`config.mk`:
```
export PLATFORM = sky130hd
export DESIGN_NAME = smi_ctl_arbiter
export DESIGN_NICKNAME = d
export VERILOG_FILES = /design/src/rtl/smi_pkg.sv /design/src/rtl/smi_ctrl_regs.sv /design/src/rtl/smi_src_status.sv /design/src/rtl/smi_sw_timer.sv /design/src/rtl/smi_arbiter.sv /design/src/rtl/smi_ctl_arbiter.sv
export SDC_FILE = /design/constraint.sdc
export NUM_CORES = 1
export LEC_CHECK = 0
export ABC_AREA = 0
export BUFFER_PORTS_ARGS = -buffer_cell sky130_fd_sc_hd__buf_4
export CAP_MARGIN = 0
export CELL_PAD_IN_SITES_DETAIL_PLACEMENT = 1
export CELL_PAD_IN_SITES_GLOBAL_PLACEMENT = 1
export CORE_MARGIN = 5
export CORE_UTILIZATION = 30
export DETAILED_ROUTE_END_ITERATION = 10
export PLACE_DENSITY_LB_ADDON = 0.08
export SLEW_MARGIN = 20
export SYNTH_ARGS = -nofsm -noshare
export SYNTH_HDL_FRONTEND = slang
export SYNTH_SLANG_ARGS = --single-unit
```
`constraint.sdc`:
```
create_clock -name clk -period 1.49 [get_ports clk]
set_input_delay 0.0745 -clock clk [delete_from_list [all_inputs] [get_ports clk]]
set_output_delay 0.0745 -clock clk [all_outputs]
set_load 0.02 [all_outputs]
```
`src/rtl/smi_pkg.sv`:
```
package smi_pkg;

   localparam int unsigned CTRL_W = 8;
   localparam int unsigned NUM_SRC = 5;

   localparam int unsigned C_MASTER = 0;
   localparam int unsigned C_EOS    = 1;
   localparam int unsigned C_GRLS   = 2;
   localparam int unsigned C_USB    = 3;
   localparam int unsigned C_SLP    = 4;
   localparam int unsigned C_APM    = 5;
   localparam int unsigned C_TMR    = 6;
   localparam int unsigned C_SCI    = 7;

   localparam int unsigned S_APM  = 0;
   localparam int unsigned S_SLP  = 1;
   localparam int unsigned S_USB  = 2;
   localparam int unsigned S_GRLS = 3;
   localparam int unsigned S_TMR  = 4;

   typedef enum logic [1:0] {
      ARB_IDLE   = 2'd0,
      ARB_GAP    = 2'd1,
      ARB_ACTIVE = 2'd2
   } arb_state_e;

endpackage

```
`src/rtl/smi_ctrl_regs.sv`:
```
module smi_ctrl_regs
   import smi_pkg::*;
(
   input  logic              clk,
   input  logic              rst_n,
   input  logic              reg_wr,
   input  logic [CTRL_W-1:0] reg_wdata,
   input  logic              eos_hw_clr,
   output logic [CTRL_W-2:0] ctrl_q,
   output logic              sci_req
);

   // Bit 7 is never stored; only the request it makes leaves this module.
   always_ff @(posedge clk or negedge rst_n) begin
      if (!rst_n) begin
         ctrl_q <= '0;
      end else begin
         if (reg_wr) begin
            ctrl_q <= reg_wdata[CTRL_W-2:0];
         end
         if (eos_hw_clr) begin
            ctrl_q[C_EOS] <= 1'b0;
         end
      end
   end

   assign sci_req = reg_wr & reg_wdata[C_SCI];

endmodule

```
`src/rtl/smi_src_status.sv`:
```
module smi_src_status #(
   parameter int unsigned N = 5
) (
   input  logic         clk,
   input  logic         rst_n,
   input  logic [N-1:0] ev,
   input  logic [N-1:0] src_en,
   input  logic         clr_wr,
   input  logic [N-1:0] clr_mask,
   output logic [N-1:0] sts_q
);

   logic [N-1:0] clr_vec;
   assign clr_vec = clr_wr ? clr_mask : '0;

   for (genvar i = 0; i < N; i++) begin : g_bit
      always_ff @(posedge clk or negedge rst_n) begin
         if (!rst_n) begin
            sts_q[i] <= 1'b0;
         end else if (ev[i] && src_en[i]) begin
            sts_q[i] <= 1'b1;
         end else if (clr_vec[i]) begin
            sts_q[i] <= 1'b0;
         end
      end
   end

endmodule

```
`src/rtl/smi_sw_timer.sv`:
```
module smi_sw_timer #(
   parameter int unsigned TMR_FAST = 16,
   parameter int unsigned TMR_SLOW = 64
) (
   input  logic clk,
   input  logic rst_n,
   input  logic run,
   input  logic rate_sel,
   output logic expire
);

   localparam int unsigned TMR_MAX = (TMR_SLOW > TMR_FAST) ? TMR_SLOW : TMR_FAST;
   localparam int unsigned TW = $clog2(TMR_MAX + 1);

   logic [TW-1:0] cnt_q;
   logic [TW-1:0] lim;

   assign lim    = rate_sel ? TW'(TMR_SLOW - 1) : TW'(TMR_FAST - 1);
   assign expire = run && (cnt_q >= lim);

   always_ff @(posedge clk or negedge rst_n) begin
      if (!rst_n) begin
         cnt_q <= '0;
      end else if (!run || expire) begin
         cnt_q <= '0;
      end else begin
         cnt_q <= cnt_q + 1'b1;
      end
   end

endmodule

```
`src/rtl/smi_arbiter.sv`:
```
module smi_arbiter
   import smi_pkg::*;
#(
   parameter int unsigned GAP_CLKS = 4
) (
   input  logic clk,
   input  logic rst_n,
   input  logic req,
   input  logic eos,
   output logic eos_hw_clr,
   output logic smi_n
);

   localparam int unsigned GW = (GAP_CLKS > 1) ? $clog2(GAP_CLKS) : 1;

   arb_state_e    st_q, st_d;
   logic [GW-1:0] gap_q, gap_d;
   logic          first_done_q;

   always_comb begin
      st_d       = st_q;
      gap_d      = gap_q;
      eos_hw_clr = 1'b0;
      case (st_q)
         ARB_IDLE: begin
            if (req && (eos || !first_done_q)) begin
               st_d  = ARB_GAP;
               gap_d = '0;
            end
         end
         ARB_GAP: begin
            if (!req) begin
               st_d = ARB_IDLE;
            end else if (gap_q == GW'(GAP_CLKS - 1)) begin
               st_d       = ARB_ACTIVE;
               eos_hw_clr = 1'b1;
            end else begin
               gap_d = gap_q + 1'b1;
            end
         end
         ARB_ACTIVE: begin
            if (eos) begin
               st_d = ARB_IDLE;
            end
         end
         default: st_d = ARB_IDLE;
      endcase
   end

   always_ff @(posedge clk or negedge rst_n) begin
      if (!rst_n) begin
         st_q         <= ARB_IDLE;
         gap_q        <= '0;
         first_done_q <= 1'b0;
      end else begin
         st_q  <= st_d;
         gap_q <= gap_d;
         if (eos_hw_clr) begin
            first_done_q <= 1'b1;
         end
      end
   end

   assign smi_n = (st_q != ARB_ACTIVE);

endmodule

```
`src/rtl/smi_ctl_arbiter.sv`:
```
module smi_ctl_arbiter
   import smi_pkg::*;
#(
   parameter int unsigned GAP_CLKS = 4,
   parameter int unsigned TMR_FAST = 16,
   parameter int unsigned TMR_SLOW = 64,
   parameter bit          SCI_REG  = 1'b1
) (
   input  logic               clk,
   input  logic               rst_n,
   input  logic               reg_wr,
   input  logic [7:0]         reg_wdata,
   output logic [7:0]         reg_rdata,
   input  logic               sts_clr_wr,
   input  logic [4:0]         sts_clr_mask,
   output logic [4:0]         sts,
   input  logic               ev_apm,
   input  logic               slp_req,
   input  logic               ev_usb,
   input  logic               ev_gbl_rls,
   input  logic               tmr_rate,
   output logic               smi_n,
   output logic               sci_pulse,
   output logic               slp_permit
);

   if (GAP_CLKS < 1) begin : g_bad_gap
      $error("GAP_CLKS must be at least 1");
   end
   if (TMR_FAST < 2) begin : g_bad_fast
      $error("TMR_FAST must be at least 2");
   end
   if (TMR_SLOW < TMR_FAST) begin : g_bad_slow
      $error("TMR_SLOW must not be below TMR_FAST");
   end

   logic [CTRL_W-2:0]  ctrl;
   logic               eos_hw_clr;
   logic               sci_req;
   logic               tmr_expire;
   logic [NUM_SRC-1:0] ev_vec;
   logic [NUM_SRC-1:0] en_vec;
   logic               smi_req;

   smi_ctrl_regs u_regs (
      .clk        (clk),
      .rst_n      (rst_n),
      .reg_wr     (reg_wr),
      .reg_wdata  (reg_wdata),
      .eos_hw_clr (eos_hw_clr),
      .ctrl_q     (ctrl),
      .sci_req    (sci_req)
   );

   smi_sw_timer #(
      .TMR_FAST (TMR_FAST),
      .TMR_SLOW (TMR_SLOW)
   ) u_timer (
      .clk      (clk),
      .rst_n    (rst_n),
      .run      (ctrl[C_TMR]),
      .rate_sel (tmr_rate),
      .expire   (tmr_expire)
   );

   always_comb begin
      ev_vec         = '0;
      en_vec         = '0;
      ev_vec[S_APM]  = ev_apm;
      ev_vec[S_SLP]  = slp_req;
      ev_vec[S_USB]  = ev_usb;
      ev_vec[S_GRLS] = ev_gbl_rls;
      ev_vec[S_TMR]  = tmr_expire;
      en_vec[S_APM]  = ctrl[C_APM];
      en_vec[S_SLP]  = ctrl[C_SLP];
      en_vec[S_USB]  = ctrl[C_USB];
      en_vec[S_GRLS] = ctrl[C_GRLS];
      en_vec[S_TMR]  = ctrl[C_TMR];
   end

   smi_src_status #(
      .N (NUM_SRC)
   ) u_status (
      .clk      (clk),
      .rst_n    (rst_n),
      .ev       (ev_vec),
      .src_en   (en_vec),
      .clr_wr   (sts_clr_wr),
      .clr_mask (sts_clr_mask),
      .sts_q    (sts)
   );

   assign smi_req = ctrl[C_MASTER] && (|sts);

   smi_arbiter #(
      .GAP_CLKS (GAP_CLKS)
   ) u_arb (
      .clk        (clk),
      .rst_n      (rst_n),
      .req        (smi_req),
      .eos        (ctrl[C_EOS]),
      .eos_hw_clr (eos_hw_clr),
      .smi_n      (smi_n)
   );

   if (SCI_REG) begin : g_sci_reg
      logic sci_q;
      always_ff @(posedge clk or negedge rst_n) begin
         if (!rst_n) begin
            sci_q <= 1'b0;
         end else begin
            sci_q <= sci_req;
         end
      end
      assign sci_pulse = sci_q;
   end else begin : g_sci_comb
      assign sci_pulse = sci_req;
   end

   assign slp_permit = slp_req & ~ctrl[C_SLP];
   assign reg_rdata  = {1'b0, ctrl};

endmodule

```
=== Yosys cells after proc, flatten, opt, wreduce, memory -nomap -nowiden ===
Index checks and enable logic that the tools add are counted.

* Flip-flop bits (word level): 25
* Input bits: 22
* Output and inout bits: 16
* Word-level logic and storage cells: 77

* Add/subtract/negate cells: 2
* Order comparisons: 1
* Equality and inequality tests: 9
* Multiplexer cells: 27
* Bitwise gates (word level): 3
* Reductions and logical operators: 23

{| class="wikitable"
|+ Operators by type and width
! operator !! count
|-
| 2-to-1 mux 2 bit || 8
|-
| 2-to-1 mux 1 bit || 14
|-
| nonzero test 2 bit || 7
|-
| logical AND 1 bit || 8
|-
| adder 7 x 1 -> 7 bit, second input constant || 1
|-
| greater-or-equal comparator 7 bit || 1
|-
| 2-to-1 mux 7 bit || 1
|-
| 2-to-1 mux 6 bit || 1
|-
| inequality test 2 bit, second input constant || 3
|-
| case mux 2 bit (3 select lines) || 1
|-
| 2-to-1 mux 5 bit || 1
|-
| OR reduction 5 bit || 1
|-
| == test 2 bit, second input constant || 2
|-
| inequality test 2 x 1 -> 1 bit, second input constant || 2
|-
| case mux 2 bit (2 select lines) || 1
|-
| AND reduction 4 bit || 1
|-
| inequality test 3 bit, second input constant || 1
|-
| AND reduction 3 bit || 1
|-
| adder 2 x 1 -> 2 bit, second input constant || 1
|-
| AND 1 bit || 2
|-
| == test 2 x 1 -> 1 bit, second input constant || 1
|-
| zero test 1 bit || 2
|-
| zero test 2 bit || 1
|-
| logical OR 1 bit || 2
|-
| NOT 1 bit || 1
|}

=== Longest topological paths before layout ===
Gate-level depths: netlist (run 1).

* Word-level depth: 5
* Gate-level depth with buffers: 7
* Depth with buffers taken out: 6

=== Cells and area by module ===
From an unflattened synthesis (run 1), not the netlist that was laid out.

* Cells, all modules: 104
* Area, all modules: 1224.9 um2

{| class="wikitable"
|+ By module, submodules not included
! module !! instances !! cells an instance !! area an instance (um2) !! sequential area each (um2)
|-
| smi_sw_timer || 1 || 45 || 441.7 || 175.2
|-
| smi_ctrl_regs || 1 || 17 || 297.8 || 175.2
|-
| smi_arbiter || 1 || 21 || 240.2 || 125.1
|-
| smi_src_status || 1 || 15 || 187.7 || 125.1
|-
| smi_ctl_arbiter || 1 || 6 || 57.6 || 25.0
|}

=== Worst setup path after synthesis (run 1) ===
No wires, ideal clock.

* Path kind: register to register
* From: reg u_timer.cnt_q[5]
* To: reg u_status.sts_q[4]
* Library setup time: 121 ps
* Data arrival time: 1474 ps
* Data required time: 1369 ps
* Path slack: -105 ps
* Stages on the path, launching flop included: 7
* Path buffers: 1
* Clock period less this slack: 1595 ps
* Path through: dfrtp_1 ha_1 and2_1 clkbuf_1 nor3b_1 nand2b_1 a22o_1

* Cells in the longest elaborated chain, start to end: 4
* Elaborated cells on any way between the ends: 5
* Classes of those cells: order compare (1); mux (1); reduce/logical (3)

{| class="wikitable"
|+ RTL lines
! what !! line !! text
|-
| from (decl) || smi_sw_timer.sv:15 || <nowiki>logic [TW-1:0] cnt_q;</nowiki>
|-
| from (signal assigned) || smi_sw_timer.sv:27 || <nowiki>cnt_q <= cnt_q + 1'b1;</nowiki>
|-
| greater-or-equal comparator 7 bit (*) || smi_sw_timer.sv:19 || <nowiki>assign expire = run && (cnt_q >= lim);</nowiki>
|-
| logical AND 1 bit (*) || smi_sw_timer.sv:19 ||
|-
| logical AND 1 bit (*) || smi_src_status.sv:20 || <nowiki>end else if (ev[i] && src_en[i]) begin</nowiki>
|-
| 2-to-1 mux 1 bit / nonzero test 2 bit (equally long branches) || n/a ||
|-
| to (signal, indexed assignment) || smi_src_status.sv:19 || <nowiki>sts_q[i] <= 1'b0;</nowiki>
|-
| to (signal, indexed assignment) || smi_src_status.sv:21 || <nowiki>sts_q[i] <= 1'b1;</nowiki>
|-
| to (signal, indexed assignment) || smi_src_status.sv:23 || <nowiki>sts_q[i] <= 1'b0;</nowiki>
|-
| to (decl) || smi_src_status.sv:10 || <nowiki>output logic [N-1:0] sts_q</nowiki>
|}

Every way passes the cells marked *; elsewhere a longest branch is shown, timed or not.
A chain may end at the register's enable or synchronous reset.

=== Final worst setup path (run 1) ===
* From: reg u_status.sts_q[1]
* To: reg u_arb.gap_q[1]

* Cells in the longest elaborated chain, start to end: 5
* Elaborated cells on any way between the ends: 6
* Classes of those cells: eq/ne (2); reduce/logical (4)

{| class="wikitable"
|+ RTL lines
! what !! line !! text
|-
| OR reduction 5 bit (*) || smi_ctl_arbiter.sv:93 || <nowiki>assign smi_req = ctrl[C_MASTER] && (|sts);</nowiki>
|-
| logical AND 1 bit (*) || smi_ctl_arbiter.sv:93 ||
|-
| logical AND 1 bit || smi_arbiter.sv:26 || <nowiki>if (req && (eos || !first_done_q)) begin</nowiki>
|-
| inequality test 2 x 1 -> 1 bit (no line) || n/a ||
|-
| AND reduction 4 bit (no line) (*) || n/a ||
|-
| to (signal assigned) || smi_arbiter.sv:57 || <nowiki>gap_q <= gap_d;</nowiki>
|-
| to (decl) || smi_arbiter.sv:17 || <nowiki>logic [GW-1:0] gap_q, gap_d;</nowiki>
|}

Marked as above.

==> results of run 1 <==
[path summary, 6_finish.rpt]
path	from	endpoint	slack, ns	cells past startpoint
worst min register to register	u_arb.first_done_q	u_arb.first_done_q	0.47	1
worst max register to register	u_status.sts_q[1]	u_arb.gap_q[1]	-0.10	4
max in group asynchronous	rst_n	u_status.sts_q[3]	0.98	2
worst max-delay path	u_status.sts_q[1]	u_arb.gap_q[1]	-0.10	4
min in group asynchronous	rst_n	u_arb.gap_q[1]	0.24	2
worst min-delay path	ev_apm	u_status.sts_q[0]	0.02	2
[cell type report]
type	instances	area, um^2	share of cell area [%]
clock inverters	1	7.507	0.4199
inverters	2	7.507	0.4199
well taps	48	60.06	3.359
flip-flops and latches	25	626.9	35.06
multi-input cells	70	630.6	35.27
clock buffers	3	41.29	2.309
repair buffers	54	414.1	23.16
[per-layer routing]
metal	up-vias	GRT usage [%]
met2	26	22.85
met4	0	3.689
li1	471	-
met3	4	3.463
met1	512	14.68
met5	-	0
[power groups by stage]
stage	sequential [W]	clock, W	combinational [W]
floorplan	0.000888	0	0.000198
global placement	0.000846	0	0.000457
detailed placement	0.000853	0	0.000479
CTS	0.000839	0.000449	0.000492
global route	0.000858	0.000478	0.000562
finish	0.000844	0.000426	0.000515
[cells in the final DEF (no fill, tap or decap), types with 2 or more instances in the layout]
master / instances
a21oi_1: 4
ha_1: 3
nor3b_1: 2
and2_1: 2
mux2_2: 8
dfrtp_1: 24
nand3_1: 2
nor2b_1: 2
buf_4: 51
o21ai_0: 2
clkbuf_8: 3
nand4_1: 2
nand2b_1: 3
a22o_1: 4
dlygate4sd3_1: 2
nor3_1: 2
inv_1: 2
nand2_1: 8
[cells by family after synthesis]
group,after synthesis,share of synthesized area (%)
compound gates,20,12.30
buf+inv,7,3.209
mux,9,8.556
flops,25,53.48
fa+ha+maj,4,4.278
xor+xnor,1,0.7488
other cells,1,0.3205
simple gates,35,17.11
[flip-flops by register name, summed over array words and instances, names as in the netlist]
register	cells
sci_pulse	1
u_arb.first_done_q	1
u_timer.cnt_q	7
u_regs.ctrl_q	7
u_status.sts_q	5
u_arb.st_q	2
u_arb.gap_q	2
[stage by stage]
step	setup TNS, ns	cell area (um^2)	setup WS [ns]	hold WS (ns)
after floorplan	-0.2195	1184	-0.07698	-0.2211
after global placement	-0.1782	1588	-0.05369	0.007721
after detailed placement	-0.6617	1588	-0.1373	0.007456
after CTS	-0.2467	1702	-0.08214	0.01515
after global routing	-0.4982	1788	-0.1337	0.01374
final	-0.2081	1788	-0.1001	0.02072
[worst max-delay path: cells and delay by family, from the launching register on]
kind	cells	cell delay (ns)
AO/OA/AOI/OAI	2	0.24
multiplexers	1	0.29
AND/OR/NAND/NOR	1	0.57
flip-flops	1	0.39
[timing repair]
| item | in CTS | in global routing |
|---|---|---|
| endpoints found under the hold margin | 26 | 0 |
| gates resized for setup | 7 | 14 |
| pin swaps | 3 | 8 |
| gates cloned | 0 | 0 |
| buffers inserted | 1 | 1 |
| hold buffers | 2 | 0 |
| setup endpoints to repair | 12 | 9 |
==> reports/summary.txt, run 1 <==
Primary FF master, synth -> dfrtp_1
Yosys Warn Count -> 0
Max Fanout on Critical Path -> 3
Hold Path Class -> primary input to register
Routed Antenna Nets -> 0
Tcrit/Tclk final -> 106.7%
Via count -> 1,013
TritonCTS clock tree -> built
Die area -> 5248 um^2
WL/cell -> 15.74 um
Iteration-0 DRC Markers -> 27
Clock share of power -> 23.9%
CTS max path bufs -> 2
Status -> finished, violations left
TritonCTS Buffers -> 3
Largest net degree at the start of global routing -> 26
Synth cell count leaders -> dfrtp_1, nand2_1, mux2_2
Met3 wire len -> 185 um
Post-synthesis sequential area ratio -> 53.48%
Slowest stage delay, CP -> 0.57 ns
Slowest cell on crit path -> or4_4
Post-synthesis cell type count -> 31
Data required time at the worst endpoint -> 1.66 ns
Final nets -> 182
Layout cells sized above 1 -> 52.90%
Clock Skews -> 0.005736 ns
Synth Net Count -> 128
Post-route insts no fill -> 203
Internal power -> 0.001238 W
Crit path DAT -> 1.76 ns
Total power -> 0.001786 W
Area delta synth->final -> 52.83%
Count leader, synth -> dfrtp_1
Max-cap violations -> 0
1st-pass router iterations -> 4
Setup violations, final -> 3
Final GP Congestion -> 0.7449
P_leak -> 0.8337 nW
Vias in the first global route -> 1,101
Antenna diodes -> 0
EDFF count, synth -> 0
Register bit total from synthesis -> 25
Wire length of the first global-routing pass -> 5223 um
Die Y -> 72.45 um
Clock sinks -> 25
Top post-synthesis cells by area -> dfrtp_1, mux2_2, ha_1
FMAX -> 628.9 MHz
Reg clk slew, reported paths -> 0.10 ns
Placed Cells -> 195
Area of the core -> 3716 um^2
Routed wl met2 -> 1717 um
Unrepaired setup endpoints after global routing -> true
Initial antenna violation count -> 0
Row count -> 22
Sequential power share -> 47.3%
DRT met1 WL -> 1263 um
PortBufs -> 36
Post-DP HPWL -> 2433 um
Slew Limit Fails -> 0
GR Overflow Total -> 0
Critical path type -> register to register
Final Hold Vio Count -> 0
Worst setup SP type -> register
Fin crit period -> 1.590 ns
Failing checks -> setup timing
Mapped Area -> 1170 um^2
Worst IR Drop VDD -> 0.5661 mV
# DRC -> 0
Avg Cell Area, Syn -> 11.47 um^2
Fill count -> 414
Total GRT Usage -> 12.71%
Ys async rst share -> 100.0%
Crit path capture type -> register
Cell accounting for the most synthesized area -> dfrtp_1
Max Used Layer -> met4
Post-Route WL -> 3196 um
Htree depth -> 1
Vias per inst -> 4.990
Critical-path cell list -> or4_4, o21ai_4, a2111oi_4, mux2_2
Switching power -> 0.0005477 W
Initial Utilization -> 31.48%
Pwr dens -> 998.8 nW/um^2
Final setup margin -> -0.1001 ns
Die width -> 72.45 um
I/O pin total -> 38
Clock Latency Late Sink -> 0.28 ns
Combinational Power Share -> 28.9%
Switching Share -> 30.67%
Fin util -> 48.11%
Root buf cell -> clkbuf_8
Post-synth top area share -> 53.48%
Cells after Synth -> 102
No activity file was read; power rests on OpenSTA's default activity.
==> run 2: changes to the inputs <==
--- a/config.mk
+++ b/config.mk
@@ -14,6 +14,7 @@
 export CORE_UTILIZATION = 30
 export DETAILED_ROUTE_END_ITERATION = 10
 export PLACE_DENSITY_LB_ADDON = 0.08
+export SKIP_CTS_REPAIR_TIMING = 1
 export SLEW_MARGIN = 20
 export SYNTH_ARGS = -nofsm -noshare
 export SYNTH_HDL_FRONTEND = slang
==> run 2 against run 1 <==
The run still ends with setup timing left. Non-clock buffer count unchanged. Setup slack worse by 0.0017 ns. Highest routed layer unchanged. First-iteration DRC count is 30% lower. Critical path depth is the same. Combinational power is essentially flat. Worst hold slack got worse by 0.0033 ns. Clock skew rose by 0.0017 ns. Largest power group unchanged.
==> reports/summary.txt, run 2 (same netlist as run 1, synthesis figures left out) <==
Slowest stage delay, CP -> 0.57 ns (about the same)
Worst IR Drop VDD -> 0.5673 mV (+0.20%)
Final setup margin -> -0.1017 ns (-0.001665 ns)
Clock Skews -> 0.007404 ns (+0.001668 ns)
Largest registers -> u_regs.ctrl_q x7, u_timer.cnt_q x7, u_status.sts_q x5
Slowest cell on crit path -> or4_4
Final Instance Area -> 1777 um^2 (-0.63%)
Hold depth -> 2 (unchanged)
Initial antenna violation count -> 0 (unchanged)
Commonest non-fill, non-tap cell in the layout -> buf_4
GR Overflow Total -> 0 (unchanged)
Setup violations, final -> 4 (+1)
TritonCTS Buffers -> 3 (unchanged)
Fin util -> 47.81% (-0.30 points)
Wire length of the first global-routing pass -> 5099 um (-2.4%)
Dpl ws -> -0.1373 ns (unchanged)
Vias per inst -> 4.926 (-1.3%)
Max Fanout on Critical Path -> 3 (unchanged)
Vias in the first global route -> 1,076 (-2.3%)
Htree depth -> 1 (unchanged)
Root buf cell -> clkbuf_8
WL/cell -> 15.75 um (about the same)
Largest net degree at the start of global routing -> 26 (unchanged)
Row count -> 22 (unchanged)
Slew Limit Fails -> 0 (unchanged)
P_leak -> 0.8395 nW (+0.70%)
Final Hold Vio Count -> 0 (unchanged)
CTS max path bufs -> 2 (unchanged)
Post-Route WL -> 3197 um (about the same)
Area of the core -> 3716 um^2 (unchanged)
Iteration-0 DRC Markers -> 19 (-30%)
Reg clk slew, reported paths -> 0.10 ns (about the same)
Critical-path cell list -> or4_4, o21ai_4, a2111oi_4, mux2_2
1st-pass router iterations -> 4 (unchanged)
Worst path depth -> 4 (unchanged)
FMAX -> 628.2 MHz (-0.10%)
Max-cap violations -> 0 (unchanged)
Hold Path Class -> primary input to register
Clock Latency Late Sink -> 0.28 ns (about the same)
Unrepaired setup endpoints after global routing -> true
Via count -> 1,000 (-1.3%)
Die area -> 5248 um^2 (unchanged)
CP top delay family -> simple AND/OR/NAND/NOR gates
Die width -> 72.45 um (unchanged)
# DRC -> 0 (unchanged)
Die Y -> 72.45 um (unchanged)
Critical path type -> register to register
Final nets -> 182 (unchanged)
Crit path buffers/inverters -> 0 (unchanged)
Commonest cells after routing, fill and taps aside -> buf_4, dfrtp_1, nand2_1, mux2_2
Crit path capture type -> register
Routed Antenna Nets -> 0 (unchanged)
Antenna diodes -> 0 (unchanged)
TritonCTS clock tree -> built
Post-DP HPWL -> 2433 um (unchanged)
Total GRT Usage -> 12.42% (-0.29 points)
Worst setup SP type -> register
Failing checks -> setup timing
Tcrit/Tclk final -> 106.8% (+0.11 points)
Total power -> 0.001788 W (about the same)
Area delta synth->final -> 51.87%
Initial Utilization -> 31.48% (unchanged)
Data required time at the worst endpoint -> 1.66 ns (about the same)
I/O pin total -> 38 (unchanged)
Cell Area, Placed -> 1588 um^2 (unchanged)
Clock sinks -> 25 (unchanged)
Status -> finished, violations left
Fin crit period -> 1.592 ns (+0.001665 ns)
Layout cells sized above 1 -> 52.90% (unchanged)
Reg2reg path depth -> 4 (unchanged)
Final GP Congestion -> 0.7449 (unchanged)
WHS -> 0.01745 ns (-0.003272 ns)
Crit path DAT -> 1.77 ns (about the same)
PortBufs -> 36 (unchanged)
Pwr dens -> 1006 nW/um^2 (+0.73%)
-- run 2: path summary, 6_finish.rpt --
path | slack (ns) | startpoint | to
hold reg to reg | 0.47 | u_arb.first_done_q | u_arb.first_done_q
min in group asynchronous | 0.24 | rst_n | u_arb.gap_q[1]
max in group asynchronous | 0.98 | rst_n | u_status.sts_q[3]
setup reg to reg | -0.10 | u_status.sts_q[1] | u_arb.gap_q[1]
setup / recovery | -0.10 | u_status.sts_q[1] | u_arb.gap_q[1]
hold / removal | 0.02 | ev_apm | u_status.sts_q[0]
-- run 2: final cells by class --
cell class | count | area (um^2)
clock buffer | 3 | 41.29
inverter | 2 | 7.507
clock inverter | 1 | 7.507
multi-input combinational | 70 | 619.3
tap | 48 | 60.06
fill | 412 | 1939
timing repair buffer | 54 | 414.1
sequential | 25 | 626.9
-- run 2: power by group --
part | leakage, nW | internal (W) | switching [W]
Sequential | 0.313 | 0.000770 | 0.0000732
Clock | 0.0217 | 0.000190 | 0.000241
Combinational | 0.505 | 0.000278 | 0.000235
Total | 0.840 | 0.00124 | 0.000549
-- run 2: metrics by stage --
stage | instances | setup TNS (ns)
after floorplan | 102 | -0.2195
after global placement | 195 | -0.1782
after detailed placement | 195 | -0.6617
after CTS | 199 | -0.8654
after global routing | 203 | -0.6496
final | 203 | -0.2696
-- run 2: layer usage --
metal	vias up	global-route usage (%)	share of wire (%)
met3	4	3.601	5.4
met1	503	14.33	40
li1	469	-	-
met4	0	3.689	0.97
met5	-	0	0
met2	24	22.14	54
